$ cat src/rtl/rspbuf_pkg.sv
package rspbuf_pkg;

    localparam int DATA_W  = 32;
    localparam int LANES   = DATA_W / 8;
    localparam int ERR_W   = 8;
    localparam int STAT_W  = 2 * ERR_W + 4;

    typedef struct packed {
        logic [DATA_W-1:0] bytes;
        logic [ERR_W-1:0]  err;
        logic              early;
        logic              en_done;
        logic [ERR_W-1:0]  en_err;
        logic              en_early;
        logic              dfull;
    } rsp_t;

    // Status word: err 7:0, early 8, en_done 9, en_err 17:10, en_early 18, dfull 19
    function automatic logic [DATA_W-1:0] status_word(input rsp_t r);
        return {{(DATA_W-STAT_W){1'b0}}, r.dfull, r.en_early, r.en_err,
                r.en_done, r.early, r.err};
    endfunction

    function automatic logic raises_irq(input rsp_t r);
        return r.en_done | (r.en_early & r.early) | (|(r.en_err & r.err));
    endfunction

endpackage

$ cat src/rtl/rspbuf_fifo.sv
module rspbuf_fifo
    import rspbuf_pkg::*;
#(
    parameter int DEPTH = 4
) (
    input  logic clk,
    input  logic rst,
    input  logic push,
    input  rsp_t push_data,
    input  logic pop,
    output rsp_t head,
    output logic empty,
    output logic full,
    output logic overflow
);

    localparam int AW = (DEPTH > 1) ? $clog2(DEPTH) : 1;
    localparam int CW = $clog2(DEPTH + 1);
    localparam logic [AW-1:0] LAST = AW'(DEPTH - 1);
    localparam logic [CW-1:0] CAP  = CW'(DEPTH);

    rsp_t           mem [DEPTH];
    logic [AW-1:0]  wptr, rptr;
    logic [CW-1:0]  count;
    logic           push_ok, pop_ok;

    function automatic logic [AW-1:0] advance(input logic [AW-1:0] p);
        return (p == LAST) ? '0 : p + AW'(1);
    endfunction

    always_comb begin
        empty   = (count == '0);
        full    = (count == CAP);
        push_ok = push && !full;
        pop_ok  = pop && !empty;
        head    = mem[rptr];
    end

    always_ff @(posedge clk) begin
        if (push_ok) begin
            mem[wptr] <= push_data;
        end
    end

    always_ff @(posedge clk) begin
        if (rst) begin
            wptr     <= '0;
            rptr     <= '0;
            count    <= '0;
            overflow <= 1'b0;
        end else begin
            if (push_ok) wptr <= advance(wptr);
            if (pop_ok)  rptr <= advance(rptr);
            count <= count + CW'(push_ok) - CW'(pop_ok);
            if (push && full) overflow <= 1'b1;
        end
    end

    AST_NO_OVERFLOW: assert property (@(posedge clk) disable iff (rst)
        count <= CAP);
    AST_DROP_WHEN_FULL: assert property (@(posedge clk) disable iff (rst)
        (push && full && !pop) |=> (full && overflow));
    AST_OVF_STICKY: assert property (@(posedge clk) disable iff (rst)
        overflow |=> overflow);

endmodule

$ cat src/rtl/rspbuf_rdport.sv
module rspbuf_rdport
    import rspbuf_pkg::*;
(
    input  logic              clk,
    input  logic              rst,
    input  logic              rd_strobe,
    input  logic              rd_addr,
    input  logic [LANES-1:0]  rd_be,
    input  rsp_t              head,
    input  logic              empty,
    output logic [DATA_W-1:0] rd_data,
    output logic              rd_wait,
    output logic              pop
);

    logic              accept;
    logic [DATA_W-1:0] word, lane_mask;

    for (genvar i = 0; i < LANES; i++) begin : g_lane
        assign lane_mask[8*i +: 8] = {8{rd_be[i]}};
    end

    always_comb begin
        accept  = rd_strobe && !empty;
        rd_wait = rd_strobe && empty;
        pop     = accept && rd_addr && rd_be[LANES-1];
        word    = rd_addr ? status_word(head) : head.bytes;
    end

    always_ff @(posedge clk) begin
        if (rst) begin
            rd_data <= '0;
        end else if (accept) begin
            rd_data <= word & lane_mask;
        end
    end

    AST_HOLD_WHEN_IDLE: assert property (@(posedge clk) disable iff (rst)
        (!rd_strobe || empty) |=> $stable(rd_data));

endmodule

$ cat src/rtl/rspbuf_irq.sv
module rspbuf_irq
    import rspbuf_pkg::*;
(
    input  logic clk,
    input  logic rst,
    input  logic push_valid,
    input  rsp_t push_data,
    input  logic clr_wr,
    input  logic clr_data,
    output logic status
);

    logic set_ev, clr_ev;

    always_comb begin
        set_ev = push_valid && raises_irq(push_data);
        clr_ev = clr_wr && clr_data;
    end

    always_ff @(posedge clk) begin
        if (rst) begin
            status <= 1'b0;
        end else begin
            status <= set_ev | (status & ~clr_ev);
        end
    end

    AST_SET_WINS: assert property (@(posedge clk) disable iff (rst)
        set_ev |=> status);
    AST_CLEAR_WORKS: assert property (@(posedge clk) disable iff (rst)
        (status && clr_ev && !set_ev) |=> !status);
    AST_LEVEL_HOLDS: assert property (@(posedge clk) disable iff (rst)
        (status && !clr_ev) |=> status);
    AST_NO_SPURIOUS: assert property (@(posedge clk) disable iff (rst)
        (!status && !set_ev) |=> !status);

endmodule

$ cat src/rtl/dma_resp_buffer.sv
module dma_resp_buffer
    import rspbuf_pkg::*;
#(
    parameter int DEPTH = 4
) (
    input  logic        clk,
    input  logic        rst,
    input  logic        push_valid,
    input  logic [31:0] push_bytes,
    input  logic [7:0]  push_err,
    input  logic        push_early,
    input  logic        push_en_done,
    input  logic [7:0]  push_en_err,
    input  logic        push_en_early,
    input  logic        desc_full,
    input  logic        rd_strobe,
    input  logic        rd_addr,
    input  logic [3:0]  rd_be,
    output logic [31:0] rd_data,
    output logic        rd_wait,
    input  logic        irq_clr_wr,
    input  logic        irq_clr_data,
    output logic        irq_line,
    output logic        ovf_flag
);

    rsp_t rec_in, rec_head;
    logic fifo_empty, fifo_full, rd_pop;

    always_comb begin
        rec_in.bytes    = push_bytes;
        rec_in.err      = push_err;
        rec_in.early    = push_early;
        rec_in.en_done  = push_en_done;
        rec_in.en_err   = push_en_err;
        rec_in.en_early = push_en_early;
        rec_in.dfull    = desc_full;
    end

    rspbuf_fifo #(.DEPTH(DEPTH)) u_fifo (
        .clk       (clk),
        .rst       (rst),
        .push      (push_valid),
        .push_data (rec_in),
        .pop       (rd_pop),
        .head      (rec_head),
        .empty     (fifo_empty),
        .full      (fifo_full),
        .overflow  (ovf_flag)
    );

    rspbuf_rdport u_rdport (
        .clk       (clk),
        .rst       (rst),
        .rd_strobe (rd_strobe),
        .rd_addr   (rd_addr),
        .rd_be     (rd_be),
        .head      (rec_head),
        .empty     (fifo_empty),
        .rd_data   (rd_data),
        .rd_wait   (rd_wait),
        .pop       (rd_pop)
    );

    rspbuf_irq u_irq (
        .clk        (clk),
        .rst        (rst),
        .push_valid (push_valid),
        .push_data  (rec_in),
        .clr_wr     (irq_clr_wr),
        .clr_data   (irq_clr_data),
        .status     (irq_line)
    );

    AST_POP_NOT_EMPTY: assert property (@(posedge clk) disable iff (rst)
        rd_pop |-> (!fifo_empty && !rd_wait));
    AST_WAIT_BLOCKS_POP: assert property (@(posedge clk) disable iff (rst)
        rd_wait |-> !rd_pop);

endmodule

$ cat config.mk
export PLATFORM = sky130hd
export DESIGN_NAME = dma_resp_buffer
export DESIGN_NICKNAME = d
export VERILOG_FILES = /design/src/rtl/rspbuf_pkg.sv /design/src/rtl/rspbuf_fifo.sv /design/src/rtl/rspbuf_rdport.sv /design/src/rtl/rspbuf_irq.sv /design/src/rtl/dma_resp_buffer.sv
export SDC_FILE = /design/constraint.sdc
export NUM_CORES = 1
export LEC_CHECK = 0
export ABC_CLOCK_PERIOD_IN_PS = 2700
export BUFFER_PORTS_ARGS = -buffer_cell sky130_fd_sc_hd__buf_2
export CAP_MARGIN = 25
export CELL_PAD_IN_SITES_DETAIL_PLACEMENT = 1
export CELL_PAD_IN_SITES_GLOBAL_PLACEMENT = 2
export CORE_MARGIN = 4
export CORE_UTILIZATION = 40
export DETAILED_ROUTE_END_ITERATION = 16
export PLACE_DENSITY = 0.75
export SYNTH_ARGS = -nofsm -noshare
export SYNTH_HDL_FRONTEND = slang
export SYNTH_SLANG_ARGS = --single-unit
$ cat constraint.sdc
create_clock -name clk -period 2.7 [get_ports clk]
set_input_delay 0.54 -clock clk [delete_from_list [all_inputs] [get_ports clk]]
set_output_delay 0.54 -clock clk [all_outputs]
set_load 0.03 [all_outputs]
# ---- Word level (Yosys, flattened, before mapping)
# Memory sizes are Yosys's and may differ from the RTL's. A register that Yosys moved wholly into a read port is not among the register bits.
# Cells that the tools add are included.
# Widths: inputs -> output; s select.
dict set report word_totals {
  ram_bits 208
  memories 1
  regBits 41
  wordCells 42
}
dict set report op_classes {
  n_reduce_logical 13
  n_eq_ne 3
  n_mux 7
  bitwise 8
  add_sub_neg 4
}
# name depth word_bits rd rd_ports_with_merged_regs write_ports line
set mem_list {}
lappend mem_list {u_fifo.mem 4 52 1 1 1 rspbuf_fifo.sv:22} ;# rsp_t mem [DEPTH];
# op count
set op_table {}
lappend op_table {{$and 32x32->32} 1}
lappend op_table {{$mux 32} 1}
lappend op_table {{$logic_and 1x1->1} 9}
lappend op_table {{$and 8x8->8} 1}
lappend op_table {{$mux 2} 4}
lappend op_table {{$reduce_or 8->1} 1}
lappend op_table {{$add 2x1->2 const B} 2}
lappend op_table {{$eq 2x2->1 const B} 2}
lappend op_table {{$add 3x1->3} 1}
lappend op_table {{$eq 3x3->1 const B} 1}
lappend op_table {{$logic_not 3->1} 1}
lappend op_table {{$or 1x1->1} 3}
lappend op_table {{$sub 3x1->3} 1}
lappend op_table {{$and 1x1->1} 2}
lappend op_table {{$logic_not 1->1} 2}
lappend op_table {{$mux 1} 2}
lappend op_table {{$not 1->1} 1}

# ---- Logic depth before layout (Yosys ltp)
dict set report depth {
  word_depth 8
  ltp_mapped 11
  mapped_depth_nobuf 9
}

# ---- Cells and area by module
# From an unflattened synthesis, not the netlist that was laid out.
dict set report unflattened {
  hier_cells 438
  area_unflattened_um2 9357.7
}
# mod seq_area_each_um2 area_each_um2 instances cells_per_inst
set by_module_without_submodules {}
lappend by_module_without_submodules {rspbuf_fifo 6446.2 8006.4 1 326}
lappend by_module_without_submodules {rspbuf_rdport 640.6 1249.9 1 102}
lappend by_module_without_submodules {rspbuf_irq 20.0 101.3 1 10}

# ---- Least setup slack after synthesis
# No wires, ideal clock.
dict set report synth_path {
  path_kind {register to register}
  startpoint {reg u_fifo.count[1]}
  endpoint {mem u_fifo.mem[1][0] (netlist bit) (enable)}
  path_slack_ns 0.008
  setup_ns 0.415
  path_stages_with_launch 5
  t_arrival_ns 2.277
  cell_sequence {dfxtp_1 -> clkbuf_1 -> nor2_1 -> a21boi_1 -> and2_1}
}
dict set report synth_via {
  elab_chain_len 5
}
# item line
set synth_rtl {}
lappend synth_rtl {{start, declared} rspbuf_fifo.sv:24} ;# logic [CW-1:0] count;
lappend synth_rtl {{start signal, assigned} rspbuf_fifo.sv:54} ;# count <= count + CW'(push_ok) - CW'(pop_ok);
lappend synth_rtl {{$eq 3x3->1} rspbuf_fifo.sv:33} ;# full = (count == CAP);
lappend synth_rtl {{$logic_not 1->1} rspbuf_fifo.sv:34} ;# push_ok = push && !full;
lappend synth_rtl {{$logic_and 1x1->1} rspbuf_fifo.sv:34}
lappend synth_rtl {{named net u_fifo.push_ok} rspbuf_fifo.sv:25} ;# logic push_ok, pop_ok;
lappend synth_rtl {{$mux 1} rspbuf_fifo.sv:40} ;# if (push_ok) begin
lappend synth_rtl {{$mux 1 (implied by the code)} rspbuf_fifo.sv:41} ;# mem[wptr] <= push_data;
lappend synth_rtl {{end, declared} rspbuf_fifo.sv:22}
# The timed path passes the listed nets, and every way through them passes these cells.

# ---- Worst setup path in the final report
dict set report layout_path {
  startpoint {reg u_fifo.count[1]}
  endpoint {reg u_fifo.count[2]}
}
dict set report layout_via {
  elab_chain_len 7
  word_cells_on_any_way 11
  cone_classes {add/sub: 2; eq/ne: 1; reduce/logical: 8}
}
# item line
set layout_rtl {}
lappend layout_rtl {{branches (longest 6 deep; another with $add 3x1->3)} n/a}
lappend layout_rtl {{$sub 3x1->3 (*)} rspbuf_fifo.sv:54}
# Mark *: on every way between the ends.
# A chain may end at the register's enable or synchronous reset.

==> flow_summary.ini <==
[floorplanning]
fp.dieH_um = 163
die_x_um = 163
io_pins = 98
rows = 56
design.die.area_um2 = 26600
core_region_area_um2 = 23500
initial_core_util = 0.408

[finish]
final_area_um2 = 11500
area_growth_syn_to_layout_pct = 19.7
drive_gt1_frac = 0.355
fin_cells = 937
nNetsFinal = 667

[timing]
tns_ns = 0
fmax_ghz = 0.419
period_share = 0.885
final_hold_viol_count = 0
setup_viol = 0
rsz0062_at_grt = false
final.min_clock_period_ns = 2.39
slew_headroom = 0.456
drv_slew = 0
tightestPinTransition_ns = 0.814
skew_ns = 0.0151

[grt]
grt_pass1_vias = 5414
grt_start_max_net_pins = 43
antenna_found_initial = 1
grt_pass1_wl_um = 32000
grt_overflow_total = 0
track_usage = 0.158

[setup_path]
worstPathRequired_ns = 3.10
worstPathArrival_ns = 2.79
critical_path_buf_inv_count = 1
path_cells = o31a_1 > and3_1 > ha_1 > inv_1 > ha_1 > fa_1 > xnor2_1 > xnor2_1 > nor2_1
reg2reg_depth = 9
crit_cells = 9
crit_fanout = 6
cpPeakStageDelay_ns = 0.44
critPathTopFamily = adder cells
path_class = flop to flop
critPathLaunchType = flop
end_kind = flop
critPathSlowestCell = fa_1

[min_path]
hp-class = input port to flop
min_delay_path_depth = 1

[detailed_routing]
firstDrtPassIters = 4
drt-total-wl_um = 20600
vias_per_cell = 5.16
drt_iter0_markers = 312
vias = 4833
ant_nets = 0
drc = 0
routedWlPerCell_um = 22.0

[run_status]
outcome = finished clean

[clocking]
tritoncts = done
clk_latency_ns = 0.53
cts_resized = 0
cts_hold_buf = 0
numCtsBuffers = 28
path_clk_slew_ns = 0.06
root_buffer = clkbuf_16
cts_sinks = 251
cts_setup_buffers = 0
h-tree-depth = 1
clockBufferDepth = 3

[logic_synthesis]
synth_ff_type = edfxtp_1
syn-num-nets = 548
synth_cells = 477
ys_types = 31
synth-seq-area-share = 0.739
synth_top_area_frac = 0.650
ys.warnings.count = 0
synth-edff-count = 208
yosys_register_bits = 251
synthesis.area_um2 = 9610
avgSynthCellArea_um2 = 20.2
synth_area_leader_cell = edfxtp_1
yosys-top-cells-area = edfxtp_1 (65%), dfxtp_1 (9.0%), mux4_1 (8.2%), mux4_2 (5.2%), mux2_2 (2.3%)
ys_async_sr_fraction = 0

[power_and_ir_drop]
p_per_area_nw_per_um2 = 855
ir_drop_v = 0.000437
p_leak_nw = 4.03

[flow_run]
max_cap_violations = 0

[placement]
dp.cells = 885
hpwl_um = 13400
portBuffers = 97
place_congestion = 0.730
dpl_cell_area_um2 = 10600
[sequential cells by signal, summed over array words and instances (netlist names), named ones only]
register / flops
u_fifo.mem: 208
u_fifo.wptr: 2
u_rdport.rd_data: 32
u_fifo.overflow: 1
u_irq.status: 1
u_fifo.count: 3
u_fifo.rptr: 2
[cells in the final DEF (no fill, tap or decap), types with 16 or more instances in the layout]
| cell type | n |
|---|---|
| edfxtp_1 | 208 |
| dfxtp_1 | 41 |
| mux2_2 | 20 |
| nor2_1 | 39 |
| a22oi_1 | 18 |
| clkbuf_16 | 28 |
| mux4_2 | 22 |
| buf_2 | 97 |
| mux4_1 | 30 |
| buf_4 | 16 |
[area by class of cell]
class	count	area (um2)
Clock buffer	34	723
Sequential cell	251	7110
Inverter	6	22.5
Timing Repair Buffer	117	686
Antenna cell	1	2.50
Tap cell	319	399
Multi-Input combinational cell	192	2350
Fill cell	2243	12000
Clock inverter	17	220
[metrics by stage]
stage | utilization | setup WS, ns | total power, mW | hold WS, ns
final | 0.489 | 0.312 | 9.84 | 0.231
after global routing | 0.489 | 0.206 | 10.3 | 0.212
after CTS | 0.489 | 0.314 | 9.97 | 0.210
after detailed placement | 0.449 | 0.249 | 6.10 | 0.454
after global placement | 0.449 | 0.313 | 6.03 | 0.441
after floorplan | - | 0.00777 | 5.61 | 0.484
[path summary, 6_finish.rpt]
path / start / end / slack [ns]
setup reg to reg: u_fifo.count[1] / u_fifo.count[2] / 0.31
setup / recovery: u_fifo.count[1] / u_fifo.count[2] / 0.31
hold reg to reg: u_irq.status / u_irq.status / 0.46
hold / removal: push_bytes[10] / u_fifo.mem[3][30] / 0.23
[cell families after synthesis]
kind of cell,after synthesis,share of synthesized area
flops,251,0.739
mux,76,0.161
simple gates,63,0.0289
compound gates,43,0.0396
buf+inv,34,0.0182
fa+ha+maj,8,0.0112
xor+xnor,2,0.00182
[routing by layer]
| metal | up-vias | global-route usage | share of wire |
|---|---|---|---|
| li1 | 2180 | - | - |
| met1 | 2533 | 0.205 | 0.43 |
| met2 | 95 | 0.284 | 0.52 |
| met3 | 25 | 0.0237 | 0.034 |
| met4 | 0 | 0.0339 | 0.017 |
| met5 | - | 0 | 0 |
[report_power, final]
part	internal, mW	switching [mW]
Combinational	0.517	0.754
Clock	2.38	1.47
Sequential	4.58	0.141
Total	7.48	2.36
[cells in the mapped netlist (all sizes together), types with 2 or more instances]
| master | count |
|---|---|
| a21oi | 6 |
| a22oi | 32 |
| and2 | 6 |
| buf | 11 |
| clkbuf | 17 |
| dfxtp | 43 |
| edfxtp | 208 |
| ha | 7 |
| inv | 6 |
| mux2 | 20 |
| mux2i | 4 |
| mux4 | 52 |
| nand2 | 7 |
| nand3 | 5 |
| nor2 | 39 |
| nor2b | 2 |
| nor3b | 2 |
| xnor2 | 2 |
[worst reg2reg max path, cell delays in order, from the launching register on]
cell and delay [ns]:
dfxtp_1 0.39, o31a_1 0.35, and3_1 0.21, ha_1 0.29, inv_1 0.04, ha_1 0.20, fa_1 0.44, xnor2_1 0.17
xnor2_1 0.13, nor2_1 0.05
Note: power is estimated with default switching activity, not from simulation.
